**src/rtl/wdog_pkg.sv**
```systemverilog
package wdog_pkg;
  localparam int unsigned DATA_W = 32;

  // register offsets
  localparam int unsigned OFS_COUNT  = 'h0;
  localparam int unsigned OFS_RELOAD = 'h4;
  localparam int unsigned OFS_KICK   = 'h8;
  localparam int unsigned OFS_CTRL   = 'hC;

  localparam logic [DATA_W-1:0] KICK_KEY = 32'h0000_4755;

  // control bit positions
  localparam int unsigned CB_RUN   = 0;
  localparam int unsigned CB_RST   = 1;
  localparam int unsigned CB_IRQ   = 2;
  localparam int unsigned CB_EXT   = 3;
  localparam int unsigned CB_SLOW  = 4;
  localparam int unsigned CB_SCOPE = 5;
  localparam int unsigned CB_BOOT  = 7;
  localparam int unsigned CTRL_W   = 8;

  // strobes and configuration from register file to datapath
  typedef struct packed {
    logic kick;
    logic run;
    logic slowBase;
    logic rstEn;
    logic irqEn;
    logic extEn;
  } wdStrobe_t;
endpackage

```
**src/rtl/wdog_regs.sv**
```systemverilog
module wdog_regs
  import wdog_pkg::*;
#(
  parameter int unsigned ADDR_W = 4,
  parameter int unsigned CNT_W  = 32
) (
  input  logic              clk,
  input  logic              rstN,
  input  logic [ADDR_W-1:0] busAddr,
  input  logic              busWrEn,
  input  logic [DATA_W-1:0] busWrData,
  input  logic              busRdEn,
  output logic [DATA_W-1:0] busRdData,
  input  logic [CNT_W-1:0]  cntVal,
  output wdStrobe_t         strb,
  output logic [CNT_W-1:0]  reloadVal,
  output logic [1:0]        rstScope,
  output logic              bootAlt
);
  logic [CTRL_W-1:0] ctrlReg;
  logic [CNT_W-1:0]  reloadReg;
  logic hitCount, hitReload, hitKick, hitCtrl;

  assign hitCount  = (busAddr == ADDR_W'(OFS_COUNT));
  assign hitReload = (busAddr == ADDR_W'(OFS_RELOAD));
  assign hitKick   = (busAddr == ADDR_W'(OFS_KICK));
  assign hitCtrl   = (busAddr == ADDR_W'(OFS_CTRL));

  always_ff @(posedge clk or negedge rstN) begin
    if (!rstN) begin
      ctrlReg   <= '0;
      reloadReg <= '0;
    end else if (busWrEn) begin
      if (hitReload) reloadReg <= busWrData[CNT_W-1:0];
      if (hitCtrl)   ctrlReg   <= busWrData[CTRL_W-1:0];
    end
  end

  always_comb begin
    strb          = '0;
    strb.kick     = busWrEn && hitKick && (busWrData == KICK_KEY);
    strb.run      = ctrlReg[CB_RUN];
    strb.slowBase = ctrlReg[CB_SLOW];
    strb.rstEn    = ctrlReg[CB_RST];
    strb.irqEn    = ctrlReg[CB_IRQ];
    strb.extEn    = ctrlReg[CB_EXT];
  end

  assign reloadVal = reloadReg;
  assign rstScope  = ctrlReg[CB_SCOPE +: 2];
  assign bootAlt   = ctrlReg[CB_BOOT];

  always_comb begin
    busRdData = '0;
    if (busRdEn) begin
      if (hitCount)       busRdData = DATA_W'(cntVal);
      else if (hitReload) busRdData = DATA_W'(reloadReg);
      else if (hitCtrl)   busRdData = DATA_W'(ctrlReg);
    end
  end

  // a write to the counter offset touches no stored register
  a_r2_count_ro: assert property (@(posedge clk) disable iff (!rstN)
    (busWrEn && hitCount) |=> ($stable(reloadReg) && $stable(ctrlReg)));

  // a restart write carrying any other value raises no kick
  a_r4_wrong_key: assert property (@(posedge clk) disable iff (!rstN)
    (busWrEn && hitKick && busWrData[15:0] != 16'h4755) |-> !strb.kick);
endmodule

```
**src/rtl/wdog_core.sv**
```systemverilog
module wdog_core
  import wdog_pkg::*;
#(
  parameter int unsigned CNT_W        = 32,
  parameter int unsigned PRESCALE_DIV = 50
) (
  input  logic             clk,
  input  logic             rstN,
  input  wdStrobe_t        strb,
  input  logic [CNT_W-1:0] reloadVal,
  output logic [CNT_W-1:0] cntVal,
  output logic             irqOut,
  output logic             rstReq,
  output logic             extTrig
);
  localparam int unsigned PRE_W = (PRESCALE_DIV > 1) ? $clog2(PRESCALE_DIV) : 1;
  localparam logic [PRE_W-1:0] PRE_LAST = PRE_W'(PRESCALE_DIV - 1);

  logic [PRE_W-1:0] presc;
  logic [CNT_W-1:0] cnt;
  logic tick, step, expire, slowRun;

  assign slowRun = strb.run && strb.slowBase;
  assign tick    = (presc == PRE_LAST);
  assign step    = strb.run && (strb.slowBase ? tick : 1'b1);
  assign expire  = step && (cnt == '0) && !strb.kick;

  always_ff @(posedge clk or negedge rstN) begin
    if (!rstN)                      presc <= '0;
    else if (strb.kick || !slowRun) presc <= '0;
    else if (tick)                  presc <= '0;
    else                            presc <= presc + PRE_W'(1);
  end

  always_ff @(posedge clk or negedge rstN) begin
    if (!rstN)          cnt <= '0;
    else if (strb.kick) cnt <= reloadVal;
    else if (step)      cnt <= (cnt == '0) ? reloadVal : cnt - CNT_W'(1);
  end

  always_ff @(posedge clk or negedge rstN) begin
    if (!rstN) begin
      rstReq  <= 1'b0;
      extTrig <= 1'b0;
      irqOut  <= 1'b0;
    end else begin
      rstReq  <= expire && strb.rstEn;
      extTrig <= expire && strb.extEn;
      if (strb.kick)                     irqOut <= 1'b0;
      else if (expire && strb.irqEn)     irqOut <= 1'b1;
    end
  end

  assign cntVal = cnt;

  // fast timebase steps down by exactly one per clock
  a_r5_fast_step: assert property (@(posedge clk) disable iff (!rstN)
    (strb.run && !strb.slowBase && !strb.kick && cnt != '0)
      |=> (cnt == $past(cnt) - CNT_W'(1)));

  // slow timebase holds the count between prescaler ticks
  a_r6_slow_hold: assert property (@(posedge clk) disable iff (!rstN)
    (slowRun && !strb.kick && !tick) |=> $stable(cnt));

  // an expiry reloads the counter
  a_r7_reload: assert property (@(posedge clk) disable iff (!rstN)
    expire |=> (cnt == $past(reloadVal)));

  // the restart key clears the interrupt
  a_r9_irq_clear: assert property (@(posedge clk) disable iff (!rstN)
    strb.kick |=> !irqOut);

  // a stopped counter neither moves nor expires
  a_r11_frozen: assert property (@(posedge clk) disable iff (!rstN)
    (!strb.run && !strb.kick) |=> ($stable(cnt) && !rstReq && !extTrig));
endmodule

```
**src/rtl/wdog_keyed.sv**
```systemverilog
module wdog_keyed
  import wdog_pkg::*;
#(
  parameter int unsigned ADDR_W       = 4,
  parameter int unsigned CNT_W        = 32,
  parameter int unsigned PRESCALE_DIV = 50
) (
  input  logic              clk,
  input  logic              rstN,
  input  logic [ADDR_W-1:0] busAddr,
  input  logic              busWrEn,
  input  logic [31:0]       busWrData,
  input  logic              busRdEn,
  output logic [31:0]       busRdData,
  output logic              irqOut,
  output logic              rstReq,
  output logic [1:0]        rstScope,
  output logic              extTrig,
  output logic              bootAlt
);
  wdStrobe_t        strb;
  logic [CNT_W-1:0] reloadVal;
  logic [CNT_W-1:0] cntVal;

  wdog_regs #(.ADDR_W(ADDR_W), .CNT_W(CNT_W)) uRegs (
    .clk(clk), .rstN(rstN),
    .busAddr(busAddr), .busWrEn(busWrEn), .busWrData(busWrData),
    .busRdEn(busRdEn), .busRdData(busRdData),
    .cntVal(cntVal), .strb(strb), .reloadVal(reloadVal),
    .rstScope(rstScope), .bootAlt(bootAlt)
  );

  wdog_core #(.CNT_W(CNT_W), .PRESCALE_DIV(PRESCALE_DIV)) uCore (
    .clk(clk), .rstN(rstN), .strb(strb), .reloadVal(reloadVal),
    .cntVal(cntVal), .irqOut(irqOut), .rstReq(rstReq), .extTrig(extTrig)
  );
endmodule

```
**config.mk**
```make
export PLATFORM = sky130hd
export DESIGN_NAME = wdog_keyed
export DESIGN_NICKNAME = d
export VERILOG_FILES = /design/src/rtl/wdog_pkg.sv /design/src/rtl/wdog_regs.sv /design/src/rtl/wdog_core.sv /design/src/rtl/wdog_keyed.sv
export SDC_FILE = /design/constraint.sdc
export NUM_CORES = 1
export LEC_CHECK = 0
export ABC_CLOCK_PERIOD_IN_PS = 2600
export BUFFER_PORTS_ARGS = -buffer_cell sky130_fd_sc_hd__buf_2
export CORE_ASPECT_RATIO = 0.9
export CORE_MARGIN = 2
export CORE_UTILIZATION = 55
export DETAILED_ROUTE_END_ITERATION = 8
export GPL_TIMING_DRIVEN = 0
export HOLD_SLACK_MARGIN = 0.1
export PLACE_DENSITY = 0.78
export SETUP_SLACK_MARGIN = 0.2
export SYNTH_ARGS = -nofsm -noshare
export SYNTH_HDL_FRONTEND = slang
export SYNTH_HIERARCHICAL = 1
export SYNTH_SLANG_ARGS = --single-unit
```
**constraint.sdc**
```tcl
create_clock -name clk -period 2.6 [get_ports clk]
set_input_delay 0.52 -clock clk [delete_from_list [all_inputs] [get_ports clk]]
set_output_delay 0.52 -clock clk [all_outputs]
set_load 0.005 [all_outputs]
```
==> flow_metrics.py, run 1 <==
metrics = {
    "worst_setup_path": {
        "cp.arrival_ns": 2.74,
        "crit_end": "uCore/cntVal[27]$_DFFE_PN0P_",
        "slowest_stage": "or4_4",
        "worstPathCellList": "or4_4 -> nor3_4 -> nand3_1 -> nor3_1 -> nor3b_1 -> nor3_1",
        "path_class": "reg2reg",
        "slowest_delay_ns": 0.61,
        "crit_top_cell": "nor3_1",
        "cp-startpoint": "uCore/cntVal[2]$_DFFE_PN0P_",
        "r2r_cells": 6,
        "start_kind": "flip-flop",
        "worstPathMaxFanout": 8,
        "worst_ep_required_time_ns": 2.83,
        "endpoint_kind": "flip-flop",
        "reg2reg_from": "uCore/cntVal[2]$_DFFE_PN0P_",
        "r2r_setup_slack_ns": 0.09,
        "rr_endpoint": "uCore/cntVal[27]$_DFFE_PN0P_",
    },
    "placed_design": {
        "hpwl_um": 9700,
        "port_buffers": 77,
        "place_congestion": 0.963,
    },
    "pwr": {
        "p_per_area_nw_per_um2": 591,
        "cellInternalPower_mw": 2.29,
        "ir_drop_v": 0.000401,
        "power_mw": 3.48,
        "seqPwrFrac_pct": 50.5,
        "combPwrFrac_pct": 23.2,
        "clkPwrFrac_pct": 26.3,
        "switching_share_pct": 34.2,
        "p_switching_mw": 1.19,
        "leakage_nw": 2.54,
    },
    "yosys": {
        "synthSimpleGateAreaFrac_pct": 23.9,
        "syn_avg_cell_area_um2": 9.78,
        "synth_edf_count": 0,
        "synthXorXnorAreaFrac_pct": 0.746,
        "syn_nets": 524,
        "syn_area_um2": 4690,
        "synth.most_common_cell": "dfrtp_1",
        "synth.area.mux_share_pct": 9.81,
        "synth.largest_area_cell": "dfrtp_1",
        "synth_compound_area_share_pct": 17.9,
        "synth_seq_cells": 81,
        "synth_fa_ha_area_share_pct": 1.07,
        "yosys-top-cells-area": "dfrtp_1, mux2_1, a22oi_1, nor2_1, a21oi_1",
        "ys_seq_area_share_pct": 43.2,
        "ys_warn_count": 6,
        "syn_inst": 480,
        "yosysTopAreaCellShare_pct": 43.2,
        "netlist-cell-type-count": 64,
        "synth_common_cells": "dfrtp_1, nor2_1, a21oi_1",
        "synth_top_family_by_area": "simple AND/OR/NAND/NOR gates",
        "synthArstFlopShare_pct": 100,
        "ys.flop_type": "dfrtp_1",
    },
    "clocking": {
        "h-tree-depth": 3,
        "root_buffer": "clkbuf_8",
        "clk_path_buf_depth": 2,
        "cts_made_buffers": 9,
        "clkLatencyLatePin_ns": 0.36,
        "cts_tree": "yes",
        "cts.sinks": 81,
        "path_clk_slew_ns": 0.09,
    },
    "die": {
        "core_um2": 8180,
        "die_area_um2": 9290,
        "initial_utilization_pct": 57.4,
        "die_w_um": 101,
        "rows": 31,
        "die_y_um": 91.6,
        "pin_count": 78,
    },
    "global_routing": {
        "antenna_found_initial": 0,
        "grt_max_degree": 55,
        "grt_overflow": 0,
        "grt_pass1_vias": 4319,
        "grt_pass1_wl_um": 22100,
        "grt_use_total_pct": 30.6,
    },
    "route": {
        "routed_wl_um": 14900,
        "vias": 4691,
        "ant_nets": 0,
        "dr.pass1.iters": 5,
        "wl_per_cell_um": 20.7,
        "drc": 0,
        "vias_per_cell": 6.51,
        "drt_iter0_drc": 639,
    },
    "layout": {
        "fin_nets": 645,
        "area_delta_synth_final_pct": 25.6,
        "fin_util_pct": 72.1,
        "drive_gt1_share_pct": 34.7,
        "num_antenna_cells": 0,
    },
    "timing": {
        "skew_ns": 0.00866,
        "slew_headroom_pct": 56.9,
        "finalMaxSlewViolations": 0,
        "period_needed_ns": 2.51,
        "final_hold_viol_count": 0,
        "finalCritPeriodShare_pct": 96.5,
        "rsz0062_at_grt": "yes",
        "tightest_slew_ns": 0.646,
        "setup_viol": 0,
        "fmax_mhz": 398,
    },
    "job": {
        "max_cap_viol_count": 0,
    },
    "status": {
        "status": "finished clean",
    },
    "worst_hold_path": {
        "hold_path_class": "in2reg",
    },
}
==> state kept, by name (all words and copies together) (netlist names) <==
name,count
uCore/presc,6
uRegs/ctrlReg,8
uCore/extTrig,1
uCore/irqOut,1
uCore/cntVal,32
uCore/rstReq,1
uRegs/reloadVal,32
==> final cells by class <==
cell class / instances / area (um^2)
buffer: 27 / 173
clock buffer: 11 / 131
clock inverter: 5 / 56.3
fill: 606 / 2290
inverter: 7 / 26.3
multi-input combinational: 365 / 2650
sequential: 81 / 2030
tap: 115 / 144
timing repair buffer: 110 / 681
==> cells in the final DEF (no fill, tap or decap), drive strengths merged, types with 14 or more instances in the layout <==
| cell | netlist | routed |
|---|---|---|
| nand3 | 14 | 14 |
| nor3 | 22 | 22 |
| buf | 14 | 123 |
| dfrtp | 81 | 81 |
| o21ai | 16 | 16 |
| nor2b | 24 | 24 |
| nand2 | 24 | 24 |
| nor2 | 52 | 52 |
| mux2 | 40 | 40 |
| clkbuf | 13 | 23 |
| a21oi | 37 | 37 |
| a22oi | 25 | 25 |
==> metal layers <==
| metal | part of all wire, % | GRT usage, % |
|---|---|---|
| met4 | 3.3 | 9.46 |
| met3 | 11 | 7.16 |
| met2 | 45 | 47.1 |
| met5 | 0 | 0 |
| met1 | 40 | 43.0 |
==> critical path, delay by kind of cell, from the launching register on <==
kind             cells  cell delay (ns)
DFF                  1             0.49
and+or+nand+nor      6             1.90
==> kinds of logic (layout without fill, tap and decap cells) <==
group           after synthesis  after routing
mux                          41             41
fa+ha+maj                     4              4
xor+xnor                      4              4
compound gates              120            120
simple gates                196            196
flops                        81             81
buf+inv                      34            160
==> power by group through the flow <==
stage               clock (mW)  combinational (mW)  sequential (mW)
global route             0.973               0.874             1.78
global placement             0               0.630             1.74
floorplan                    0               0.443             1.67
finish                   0.917               0.809             1.76
detailed placement           0               0.661             1.75
CTS                      0.925               0.690             1.74
==> through the flow <==
step / worst slack (ns) / area, um^2 / cells / hold slack, ns / TNS, ns
floorplan: 0.224 / 4690 / 480 / 0.224 / 0
detailed placement: -0.785 / 5250 / 673 / 0.471 / -22.02
global route: 0.0816 / 5900 / 721 / 0.391 / 0
finish: 0.0899 / 5900 / 721 / 0.379 / 0
CTS: 0.200 / 5580 / 695 / 0.379 / 0
global placement: -0.755 / 5220 / 672 / 0.475 / -21.14
==> worst min path at each step <==
stage / cells past startpoint / from / endpoint / slack (ns)
3_3_place_gp: 1 / uCore/presc[0]$_DFF_PN0_ / uCore/presc[0]$_DFF_PN0_ / 0.47
3_5_place_dp: 1 / rstN / uCore/presc[1]$_DFF_PN0_ / 0.47
4_1_cts: 2 / busWrData[28] / uRegs/reloadVal[28]$_DFFE_PN0P_ / 0.38
5_1_grt: 2 / busWrData[16] / uRegs/reloadVal[16]$_DFFE_PN0P_ / 0.39
2_1_floorplan: 0 / rstN / uCore/cntVal[0]$_DFFE_PN0P_ / 0.22
6_report: 2 / busWrData[28] / uRegs/reloadVal[28]$_DFFE_PN0P_ / 0.38
==> timing repair <==
action / in CTS / in global routing
resized for setup: 22 / 44
pin swaps: 4 / 13
cloned: 0 / 3
setup buffers: 5 / 23
hold buffers: 1 / 0
endpoints found under the hold margin: 19 / 0
setup endpoints to repair: 59 / 54
Power figures use the tool's default switching activity.
==> run 2, diff against run 1 <==
--- a/config.mk
+++ b/config.mk
@@ -10,6 +10,7 @@
 export CORE_ASPECT_RATIO = 0.9
 export CORE_MARGIN = 2
 export CORE_UTILIZATION = 55
+export CTS_BUF_LIST = sky130_fd_sc_hd__clkbuf_4 sky130_fd_sc_hd__clkbuf_8
 export DETAILED_ROUTE_END_ITERATION = 8
 export GPL_TIMING_DRIVEN = 0
 export HOLD_SLACK_MARGIN = 0.1
==> run 2 against run 1 <==
Compared with the run above: design area stayed put; critical path depth stayed put; cell count is 0.28% lower; flip-flop and latch count stayed put; highest routed layer unchanged; critical endpoint unchanged.
==> flow_metrics.py, run 2 (same netlist as run 1, synthesis figures left out) <==
metrics = {
    "worst_setup_path": {
        "cp-startpoint": "uCore/cntVal[2]$_DFFE_PN0P_",
        "worst_ep_required_time_ns": 2.83,
        "r2r_cells": 6,
        "path_class": "reg2reg",
        "cp.arrival_ns": 2.72,
        "worstPathMaxFanout": 8,
        "start_kind": "flip-flop",
        "endpoint_kind": "flip-flop",
        "reg2reg_from": "uCore/cntVal[2]$_DFFE_PN0P_",
    },
    "placed_design": {
        "placed_area_um2": 5250,
        "port_buffers": 77,
        "hpwl_um": 9700,
        "place_congestion": 0.963,
    },
    "route": {
        "vias": 4648,
        "ant_nets": 0,
        "dr.pass1.iters": 5,
        "drc": 0,
        "routed_wl_um": 14800,
        "vias_per_cell": 6.46,
        "wl_per_cell_um": 20.6,
        "drt_iter0_drc": 665,
    },
    "timing": {
        "tightest_slew_ns": 0.619,
        "rsz0062_at_grt": "yes",
        "period_needed_ns": 2.49,
        "finalCritPeriodShare_pct": 95.7,
        "finalMaxSlewViolations": 0,
        "skew_ns": 0.00565,
        "setup_viol": 0,
        "fin_hold_ws_ns": 0.388,
        "slew_headroom_pct": 58.6,
        "final_hold_viol_count": 0,
        "fmax_mhz": 402,
    },
    "pwr": {
        "p_per_area_nw_per_um2": 598,
        "ir_drop_v": 0.000421,
        "leakage_nw": 2.54,
        "power_mw": 3.53,
    },
    "job": {
        "max_cap_viol_count": 0,
    },
    "die": {
        "rows": 31,
        "die_area_um2": 9290,
        "initial_utilization_pct": 57.4,
        "core_um2": 8180,
        "die_y_um": 91.6,
        "die_w_um": 101,
        "pin_count": 78,
    },
    "clocking": {
        "cts_made_buffers": 9,
        "cts_tree": "yes",
        "path_clk_slew_ns": 0.08,
        "clkLatencyLatePin_ns": 0.36,
        "cts.sinks": 81,
        "clk_path_buf_depth": 2,
        "h-tree-depth": 3,
        "root_buffer": "clkbuf_8",
    },
    "global_routing": {
        "grt_use_total_pct": 30.5,
        "grt_pass1_wl_um": 22000,
        "antenna_found_initial": 0,
        "grt_max_degree": 55,
        "grt_pass1_vias": 4290,
        "grt_overflow": 0,
    },
    "layout": {
        "layout.area.seq_um2": 2030,
        "area_delta_synth_final_pct": 25.6,
        "fin_nets": 643,
        "fin_area_um2": 5900,
        "num_antenna_cells": 0,
        "layout_commonest_cell": "buf_2",
        "drive_gt1_share_pct": 34.9,
        "multi_input_area_um2": 2670,
        "fillers": 599,
        "final_cell_mix": "buf_2, dfrtp_1, nor2_1, a21oi_1",
    },
    "status": {
        "status": "finished clean",
    },
    "worst_hold_path": {
        "hold_path_class": "in2reg",
        "holdPathStages": 2,
        "min_from": "busWrData[12]",
    },
}
## run 2: cell count changes in the layout (fill, tap and decap cells not counted), sizes merged
| cell | change |
|---|---|
| buf | -3 |
| clkbuf | +1 |
## run 2: where the power goes
| group | switching (mW) | internal [mW] |
|---|---|---|
| registers | 0.276 | 1.48 |
| clock network | 0.472 | 0.464 |
| logic | 0.460 | 0.371 |
| total | 1.21 | 2.32 |
## run 2: cell type report
cell class | count | area share, %
Buffer | 27 | 2.95
Sequential cell | 81 | 34.5
Clock inverter | 5 | 0.955
Multi-Input combinational cell | 365 | 45.3
Clock buffer | 11 | 2.36
Inverter | 7 | 0.446
Tap cell | 115 | 2.44
Timing Repair Buffer | 108 | 11.1
## run 2: timing repair
| action | CTS | global route |
|---|---|---|
| pin swaps | 3 | 13 |
| buffers inserted | 4 | 23 |
| hold buffers | 1 | 0 |
| resized for setup | 21 | 45 |
| gates cloned | 0 | 2 |
| endpoints found under the setup margin | 59 | 55 |
| endpoints found under the hold margin | 19 | 0 |
## run 2: layer usage
| metal | share of wire, % | vias to the layer above | track usage (%) | wire (um) |
|---|---|---|---|---|
| met5 | 0 | - | 0 | 0 |
| met4 | 3.4 | 0 | 9.68 | 498 |
| met3 | 12 | 70 | 7.09 | 1740 |
| met2 | 45 | 332 | 46.6 | 6650 |
| met1 | 40 | 2204 | 43.0 | 5910 |
| li1 | - | 2042 | - | - |
## run 2: critical path, cell delays in order (launching register included)
cell     delay [ns]
dfrtp_1        0.49
or4_4          0.61
nor3_4         0.29
nand3_1        0.23
nor3_1         0.32
nor3b_1        0.35
nor3_1         0.08
## run 2: worst paths after layout
check                           slack, ns                              end
max in group asynchronous            1.36      uCore/cntVal[4]$_DFFE_PN0P_
min in group asynchronous            0.63         uCore/presc[0]$_DFF_PN0_
worst max register to register       0.11     uCore/cntVal[27]$_DFFE_PN0P_
worst min register to register       0.49         uCore/presc[0]$_DFF_PN0_
worst min-delay path                 0.39  uRegs/reloadVal[12]$_DFFE_PN0P_
worst max-delay path                 0.11     uCore/cntVal[27]$_DFFE_PN0P_
## run 2: metrics by stage
stage	TNS (ns)	std cells	setup WS [ns]	util, %
global placement	-21.14	672	-0.755	63.8
detailed placement	-22.02	673	-0.785	64.2
CTS	0	694	0.200	68.1
floorplan	0	480	0.224	-
global route	0	719	0.0467	72.1
finish	0	719	0.112	72.1
